$ cat src/rtl/xbus_pkg.sv
package xbus_pkg;
  localparam int HW = 16;
  localparam logic [15:0] TIMING_RST = 16'h70FF;

  typedef enum logic [2:0] {S_IDLE, S_ADDR, S_STRB, S_HOLD, S_TURN} phase_t;

  typedef struct packed {
    logic [2:0] ale_ext;
    logic       turn_en;
    logic       hold_en;
    logic [3:0] wr_ext;
    logic [3:0] rd_ext;
  } tparm_t;

  function automatic tparm_t unpack_timing(input logic [15:0] w);
    tparm_t t;
    t.ale_ext = w[14:12];
    t.turn_en = w[9];
    t.hold_en = w[8];
    t.wr_ext  = w[7:4];
    t.rd_ext  = w[3:0];
    return t;
  endfunction
endpackage

$ cat src/rtl/xbus_regs.sv
module xbus_regs
  import xbus_pkg::*;
#(
  parameter int NREG = 4
) (
  input  logic                          clk,
  input  logic                          rst_n,
  input  logic                          cfg_wr,
  input  logic [$clog2(NREG)+1:0]       cfg_addr,
  input  logic [15:0]                   cfg_wdata,
  output logic                          glb_en,
  output logic [NREG-1:0]               reg_en,
  output logic [NREG-1:0]               reg_wide,
  output logic [NREG-1:0][15:0]         reg_timing
);
  localparam int RIDX_W = $clog2(NREG);

  logic [1:0]        grp;
  logic [RIDX_W-1:0] idx;
  logic              wr_glb;

  assign grp    = cfg_addr[RIDX_W+1:RIDX_W];
  assign idx    = cfg_addr[RIDX_W-1:0];
  assign wr_glb = cfg_wr && (grp == 2'd0);

  always_ff @(posedge clk or negedge rst_n) begin
    if (!rst_n)      glb_en <= 1'b0;
    else if (wr_glb) glb_en <= cfg_wdata[0];
  end

  for (genvar g = 0; g < NREG; g++) begin : g_region
    logic wr_ctl, wr_tim;
    assign wr_ctl = cfg_wr && (grp == 2'd1) && (idx == RIDX_W'(g));
    assign wr_tim = cfg_wr && (grp == 2'd2) && (idx == RIDX_W'(g));

    always_ff @(posedge clk or negedge rst_n) begin
      if (!rst_n) begin
        reg_en[g]   <= 1'b0;
        reg_wide[g] <= 1'b0;
      end else if (wr_ctl) begin
        reg_en[g]   <= cfg_wdata[0];
        reg_wide[g] <= cfg_wdata[1];
      end
    end

    always_ff @(posedge clk or negedge rst_n) begin
      if (!rst_n)      reg_timing[g] <= TIMING_RST;
      else if (wr_tim) reg_timing[g] <= cfg_wdata;
    end
  end
endmodule

$ cat src/rtl/xbus_decode.sv
module xbus_decode
  import xbus_pkg::*;
#(
  parameter int NREG = 4,
  parameter int AW   = 19
) (
  input  logic [AW-1:0]           addr,
  input  logic                    glb_en,
  input  logic [NREG-1:0]         reg_en,
  input  logic [NREG-1:0]         reg_wide,
  input  logic [NREG-1:0][15:0]   reg_timing,
  output logic                    ok,
  output logic [$clog2(NREG)-1:0] idx,
  output logic                    wide,
  output tparm_t                  tp
);
  localparam int RIDX_W = $clog2(NREG);

  assign idx  = addr[AW-1 -: RIDX_W];
  assign ok   = glb_en && reg_en[idx];
  assign wide = reg_wide[idx];
  assign tp   = unpack_timing(reg_timing[idx]);
endmodule

$ cat src/rtl/xbus_seq.sv
module xbus_seq
  import xbus_pkg::*;
#(
  parameter int NREG = 4,
  parameter int AW   = 19
) (
  input  logic                    clk,
  input  logic                    rst_n,
  input  logic                    req_valid,
  input  logic [AW-1:0]           req_addr,
  input  logic                    req_wr,
  input  logic [HW-1:0]           req_wdata,
  input  logic [1:0]              req_be,
  input  logic                    dec_ok,
  input  logic [$clog2(NREG)-1:0] dec_idx,
  input  logic                    dec_wide,
  input  tparm_t                  dec_tp,
  output logic                    req_ready,
  output logic                    rsp_done,
  output logic                    rsp_err,
  output logic [HW-1:0]           rsp_rdata,
  output logic                    bus_ale,
  output logic                    bus_rd_n,
  output logic                    bus_wr_n,
  output logic [NREG-1:0]         bus_cs_n,
  output logic [1:0]              bus_be_n,
  output logic [HW-1:0]           bus_ad_out,
  output logic                    bus_ad_oe,
  input  logic [HW-1:0]           bus_ad_in,
  output logic [AW-HW-1:0]        bus_a_hi
);
  localparam int RIDX_W = $clog2(NREG);

  phase_t            phase, n_phase;
  logic [3:0]        cnt, n_cnt;
  logic [AW-1:0]     r_addr, n_addr;
  logic              r_wr, n_wr;
  logic [HW-1:0]     r_wdata, n_wdata, r_rdata, n_rdata;
  logic [1:0]        r_be, n_be;
  logic [RIDX_W-1:0] r_idx, n_idx;
  logic              r_wide, n_wide, r_hi, n_hi, r_more, n_more;
  tparm_t            r_tp, n_tp;
  logic              done_q, n_done, err_q, n_err, last;
  logic [AW-1:0]     cyc_addr;
  logic              active;

  always_comb begin
    n_phase = phase;   n_cnt   = cnt;     n_addr = r_addr;  n_wr   = r_wr;
    n_wdata = r_wdata; n_rdata = r_rdata; n_be   = r_be;    n_idx  = r_idx;
    n_wide  = r_wide;  n_tp    = r_tp;    n_hi   = r_hi;    n_more = r_more;
    n_done  = 1'b0;    n_err   = 1'b0;    last   = 1'b0;
    unique case (phase)
      S_IDLE: if (req_valid) begin
        n_addr = req_addr; n_wr = req_wr; n_wdata = req_wdata; n_be = req_be;
        n_idx  = dec_idx;  n_wide = dec_wide; n_tp = dec_tp; n_rdata = '0;
        if (!dec_ok) begin
          n_done = 1'b1;
          n_err  = 1'b1;
        end else if (req_be == 2'b00) begin
          n_done = 1'b1;
        end else begin
          n_phase = S_ADDR;
          n_cnt   = {1'b0, dec_tp.ale_ext};
          n_hi    = !dec_wide && !req_be[0];
          n_more  = !dec_wide && (&req_be);
        end
      end
      S_ADDR: if (cnt == 4'd0) begin
        n_phase = S_STRB;
        n_cnt   = r_wr ? r_tp.wr_ext : r_tp.rd_ext;
      end else n_cnt = cnt - 4'd1;
      S_STRB: if (cnt == 4'd0) begin
        if (!r_wr) begin
          if (r_wide)    n_rdata = bus_ad_in & {{8{r_be[1]}}, {8{r_be[0]}}};
          else if (r_hi) n_rdata[15:8] = bus_ad_in[7:0];
          else           n_rdata[7:0]  = bus_ad_in[7:0];
        end
        if (r_tp.hold_en)                n_phase = S_HOLD;
        else if (!r_wr && r_tp.turn_en)  n_phase = S_TURN;
        else                             last    = 1'b1;
      end else n_cnt = cnt - 4'd1;
      S_HOLD: if (!r_wr && r_tp.turn_en) n_phase = S_TURN;
              else                       last    = 1'b1;
      S_TURN: last = 1'b1;
      default: n_phase = S_IDLE;
    endcase
    if (last) begin
      if (r_more) begin
        n_more  = 1'b0;
        n_hi    = 1'b1;
        n_phase = S_ADDR;
        n_cnt   = {1'b0, r_tp.ale_ext};
      end else begin
        n_phase = S_IDLE;
        n_done  = 1'b1;
      end
    end
  end

  always_ff @(posedge clk or negedge rst_n) begin
    if (!rst_n) begin
      phase <= S_IDLE; cnt <= '0; r_addr <= '0; r_wr <= 1'b0; r_wdata <= '0;
      r_rdata <= '0; r_be <= '0; r_idx <= '0; r_wide <= 1'b0; r_tp <= '0;
      r_hi <= 1'b0; r_more <= 1'b0; done_q <= 1'b0; err_q <= 1'b0;
    end else begin
      phase <= n_phase; cnt <= n_cnt; r_addr <= n_addr; r_wr <= n_wr;
      r_wdata <= n_wdata; r_rdata <= n_rdata; r_be <= n_be; r_idx <= n_idx;
      r_wide <= n_wide; r_tp <= n_tp; r_hi <= n_hi; r_more <= n_more;
      done_q <= n_done; err_q <= n_err;
    end
  end

  assign active     = (phase == S_ADDR) || (phase == S_STRB) || (phase == S_HOLD);
  assign cyc_addr   = {r_addr[AW-1:1], !r_wide && r_hi};
  assign req_ready  = (phase == S_IDLE);
  assign rsp_done   = done_q;
  assign rsp_err    = err_q;
  assign rsp_rdata  = r_rdata;
  assign bus_ale    = (phase == S_ADDR);
  assign bus_rd_n   = !((phase == S_STRB) && !r_wr);
  assign bus_wr_n   = !((phase == S_STRB) && r_wr);
  assign bus_cs_n   = active ? ~(NREG'(1) << r_idx) : '1;
  assign bus_be_n   = !active ? 2'b11 : (r_wide ? ~r_be : 2'b10);
  assign bus_ad_oe  = (phase == S_ADDR) || (r_wr && ((phase == S_STRB) || (phase == S_HOLD)));
  assign bus_a_hi   = cyc_addr[AW-1:HW];
  assign bus_ad_out = (phase == S_ADDR) ? cyc_addr[HW-1:0] :
                      r_wide ? r_wdata : {8'h00, (r_hi ? r_wdata[15:8] : r_wdata[7:0])};

  AST_ONE_CS: assert property (@(posedge clk) disable iff (!rst_n)
    $onehot0(~bus_cs_n));
  AST_STROBE_EXCL: assert property (@(posedge clk) disable iff (!rst_n)
    !(!bus_rd_n && !bus_wr_n));
  AST_NO_DRIVE_ON_READ: assert property (@(posedge clk) disable iff (!rst_n)
    !bus_rd_n |-> !bus_ad_oe);
  AST_ALE_QUIET: assert property (@(posedge clk) disable iff (!rst_n)
    bus_ale |-> (bus_rd_n && bus_wr_n && !bus_cs_n[r_idx]));
  AST_ERR_WITH_DONE: assert property (@(posedge clk) disable iff (!rst_n)
    rsp_err |-> rsp_done);
  AST_BUSY_NOT_READY: assert property (@(posedge clk) disable iff (!rst_n)
    !bus_cs_n[r_idx] |-> !req_ready);
endmodule

$ cat src/rtl/xbus_ctrl.sv
module xbus_ctrl
  import xbus_pkg::*;
#(
  parameter int NREG     = 4,
  parameter int RBYTES_W = 17,
  localparam int RIDX_W  = $clog2(NREG),
  localparam int AW      = RBYTES_W + RIDX_W,
  localparam int CFG_AW  = RIDX_W + 2
) (
  input  logic              clk,
  input  logic              rst_n,
  input  logic              cfg_wr,
  input  logic [CFG_AW-1:0] cfg_addr,
  input  logic [15:0]       cfg_wdata,
  input  logic              req_valid,
  output logic              req_ready,
  input  logic [AW-1:0]     req_addr,
  input  logic              req_wr,
  input  logic [HW-1:0]     req_wdata,
  input  logic [1:0]        req_be,
  output logic              rsp_done,
  output logic              rsp_err,
  output logic [HW-1:0]     rsp_rdata,
  output logic              bus_ale,
  output logic              bus_rd_n,
  output logic              bus_wr_n,
  output logic [NREG-1:0]   bus_cs_n,
  output logic [1:0]        bus_be_n,
  output logic [HW-1:0]     bus_ad_out,
  output logic              bus_ad_oe,
  input  logic [HW-1:0]     bus_ad_in,
  output logic [AW-HW-1:0]  bus_a_hi
);
  logic [1:0]            rsync;
  logic                  rst_int_n;
  logic                  glb_en;
  logic [NREG-1:0]       reg_en, reg_wide;
  logic [NREG-1:0][15:0] reg_timing;
  logic                  dec_ok, dec_wide;
  logic [RIDX_W-1:0]     dec_idx;
  tparm_t                dec_tp;

  always_ff @(posedge clk or negedge rst_n) begin
    if (!rst_n) rsync <= 2'b00;
    else        rsync <= {rsync[0], 1'b1};
  end
  assign rst_int_n = rsync[1];

  xbus_regs #(.NREG(NREG)) u_regs (
    .clk(clk), .rst_n(rst_int_n), .cfg_wr(cfg_wr), .cfg_addr(cfg_addr),
    .cfg_wdata(cfg_wdata), .glb_en(glb_en), .reg_en(reg_en),
    .reg_wide(reg_wide), .reg_timing(reg_timing));

  xbus_decode #(.NREG(NREG), .AW(AW)) u_dec (
    .addr(req_addr), .glb_en(glb_en), .reg_en(reg_en), .reg_wide(reg_wide),
    .reg_timing(reg_timing), .ok(dec_ok), .idx(dec_idx), .wide(dec_wide),
    .tp(dec_tp));

  xbus_seq #(.NREG(NREG), .AW(AW)) u_seq (
    .clk(clk), .rst_n(rst_int_n), .req_valid(req_valid), .req_addr(req_addr),
    .req_wr(req_wr), .req_wdata(req_wdata), .req_be(req_be),
    .dec_ok(dec_ok), .dec_idx(dec_idx), .dec_wide(dec_wide), .dec_tp(dec_tp),
    .req_ready(req_ready), .rsp_done(rsp_done), .rsp_err(rsp_err),
    .rsp_rdata(rsp_rdata), .bus_ale(bus_ale), .bus_rd_n(bus_rd_n),
    .bus_wr_n(bus_wr_n), .bus_cs_n(bus_cs_n), .bus_be_n(bus_be_n),
    .bus_ad_out(bus_ad_out), .bus_ad_oe(bus_ad_oe), .bus_ad_in(bus_ad_in),
    .bus_a_hi(bus_a_hi));

  AST_DISABLED_QUIET: assert property (@(posedge clk) disable iff (!rst_int_n)
    (req_valid && req_ready && !glb_en) |=> (&bus_cs_n && !bus_ale));
  AST_REGION_OFF_QUIET: assert property (@(posedge clk) disable iff (!rst_int_n)
    (req_valid && req_ready && !reg_en[dec_idx]) |=> (&bus_cs_n && rsp_err));
endmodule

$ cat config.mk
export PLATFORM = sky130hd
export DESIGN_NAME = xbus_ctrl
export DESIGN_NICKNAME = d
export VERILOG_FILES = /design/src/rtl/xbus_pkg.sv /design/src/rtl/xbus_regs.sv /design/src/rtl/xbus_decode.sv /design/src/rtl/xbus_seq.sv /design/src/rtl/xbus_ctrl.sv
export SDC_FILE = /design/constraint.sdc
export NUM_CORES = 1
export LEC_CHECK = 0
export BUFFER_PORTS_ARGS = -buffer_cell sky130_fd_sc_hd__buf_4
export CAP_MARGIN = 20
export CORE_AREA = 5 5 130 157
export DETAILED_ROUTE_END_ITERATION = 12
export DIE_AREA = 0 0 135 162
export PLACE_DENSITY = 0.57
export SLEW_MARGIN = 20
export SYNTH_ARGS = -nofsm -noshare
export SYNTH_HDL_FRONTEND = slang
export SYNTH_HIERARCHICAL = 1
export SYNTH_SLANG_ARGS = --single-unit
$ cat constraint.sdc
create_clock -name clk -period 9.2 [get_ports clk]
set_input_delay 0.46 -clock clk [delete_from_list [all_inputs] [get_ports clk]]
set_output_delay 0.46 -clock clk [all_outputs]
set_load 0.01 [all_outputs]
==> results.toml <==
[timing]
finalWorstPathRequiredPeriod_ns = 2.93
slew_headroom = 0.372
tns_ns = 0
hold_ws_ns = 0.259
finClkSkew_ns = 0.00586
fmax_mhz = 341
rsz0062_at_grt = "false"
worstMarginPinSlew_ns = 0.941
setup_viol = 0
drv_slew = 0
min_period_over_period = 0.319
hold_violations = 0

[place]
place_congestion = 0.824
dp_cells = 870
placedInstanceArea_sq_mm = 0.00796
hpwl_microns = 11300
port_buffers = 121

[floorplan]
io_pins = 126
core-area_sq_mm = 0.0186
core.rowCount = 55
initial_utilization = 0.371
fp.dieH_microns = 162
die_area_sq_mm = 0.0219
dieWidth_microns = 135

[synth]
syn_nets = 603
yosys_warnings = 6
netlist_area_sq_mm = 0.00692
avgSynthCellArea_sq_um = 13.2
synthCells = 524

[grt]
grt_max_degree = 81
grt_pass1_wl_microns = 26000
grt_overflow = 0
antenna_found_initial = 0
gr-usage-all-layers = 0.150
first_global_vias = 4850

[cts]
cts_buffers = 17
worstSkewPairLatency_ns = 0.42
clk_path_buf_depth = 2
cts_root_buf = "clkbuf_16"
clkTransAtPathRegs_ns = 0.06
cts_tree = "done"
htreeDepth = 4
ctsResizeCount = 0
postCtsSetupBuffers = 0
ctsHoldBuffers = 1
cts.sinks = 143

[power]
ir_worst_vdd_mv = 0.149
power.density_mw_per_mm2 = 311
power.leakage_nw = 3.78

[critical_path]
worstSetupStartpointType = "flop"
crit_type = "flop to output pin"
critical_path.startpoint = "u_seq/phase[0]"
arrival_ns = 2.47
r2r_slack_ns = 6.70
worstSetupEndpointType = "output pin"
reg2reg_from = "u_seq/phase[1]"
crit_fanout = 34
worst_ep_required_time_ns = 8.74

[layout]
postLayoutCoreUtil = 0.463
stdcell_area_sq_mm = 0.00864
syn2layout_area_growth_pct = 24.9
nets = 713
multiInputGateArea_sq_mm = 0.00300
area.sequential_sq_mm = 0.00364
final_cells = 903
num-fill-cells = 1694
final_layout_size_suffix_gt1_frac = 0.442
num_antenna_cells = 0

[routing]
drtAntennaViolNets = 0
wl_per_cell_microns = 17.8
routed_wirelength_microns = 16100
dr.pass1.iters = 4
vias = 4557
initialDrtViolationCount = 220
via_per_inst = 5.05
drc_errors = 0

[worst_hold_path]
hp-start = "req_addr[6]"
hold_class = "input port to flop"

[status]
status = "completed"

[run]
max_cap_violations = 0
## state kept, by name, summed over array words and instances (netlist names), 2 cells and up
signal	flops
rsync	2
u_seq/r_wdata	16
u_seq/r_addr	18
u_seq/r_be	2
u_seq/cnt	4
u_seq/phase	3
u_seq/r_tp	13
u_regs/reg_en	4
u_regs/reg_timing	52
u_seq/rsp_rdata	16
u_regs/reg_wide	4
u_seq/r_idx	2
## cell type report
| class | count | area share |
|---|---|---|
| timing repair buffer | 125 | 0.110 |
| clock inverter | 11 | 0.0243 |
| clock buffer | 21 | 0.0533 |
| multi-input combinational | 329 | 0.347 |
| inverter | 18 | 0.00782 |
| sequential | 143 | 0.421 |
| tap | 256 | 0.0371 |
## through the flow
step	setup slack, ns	total power, mW
2_1_floorplan	5.00	1.60
4_1_cts	6.21	2.73
3_3_place_gp	6.59	1.90
3_5_place_dp	6.55	1.93
5_1_grt	6.06	2.85
6_report	6.27	2.68
## where the power goes
group | switching (mW) | internal (mW) | total, mW
Combinational | 0.413 | 0.458 | 0.871
Sequential | 0.162 | 0.874 | 1.04
Clock | 0.255 | 0.521 | 0.777
## cell usage in the layout, fill, tap and decap left out, types with 3 or more instances in the layout
| cell | instances |
|---|---|
| buf_4 | 122 |
| dfrtp_1 | 98 |
| mux2_1 | 57 |
| mux2_2 | 55 |
| nand2_1 | 46 |
| dfstp_2 | 44 |
| o21ai_1 | 20 |
| mux2i_1 | 18 |
| clkbuf_16 | 17 |
| inv_1 | 17 |
| nor2_1 | 14 |
| mux4_2 | 11 |
| mux2_4 | 8 |
| a21oi_1 | 8 |
| a22o_1 | 8 |
| bufinv_16 | 6 |
| nor2b_1 | 5 |
| nand2b_1 | 5 |
| mux4_1 | 4 |
| nand3b_1 | 4 |
| nand3_1 | 4 |
| a31oi_1 | 4 |
| nor2_2 | 3 |
| nor3b_1 | 3 |
| a22oi_1 | 3 |
| a21o_1 | 3 |
| o21ai_0 | 3 |
## layer usage
layer | GRT usage | share of wire
met5 | 0 | 0
met4 | 0.0490 | 0.015
met3 | 0.0359 | 0.056
met2 | 0.248 | 0.49
met1 | 0.195 | 0.44
## critical path, stage by stage, from the launching register on
cell and delay (ns):
dfrtp_1 0.73, or3b_1 0.49, inv_2 0.44, nand2_1 0.13
o21ai_1 0.11, buf_4 0.14
## final timing paths
check	endpoint	cells past startpoint
hold reg to reg	rsync[1]	0
max in group asynchronous	u_regs/reg_en[0]	1
setup / recovery	bus_ad_out[4]	5
setup reg to reg	u_seq/r_wdata[11]	3
hold / removal	u_seq/r_addr[6]	2
min in group asynchronous	rsync[1]	2
(Power assumes the default switching activity.)
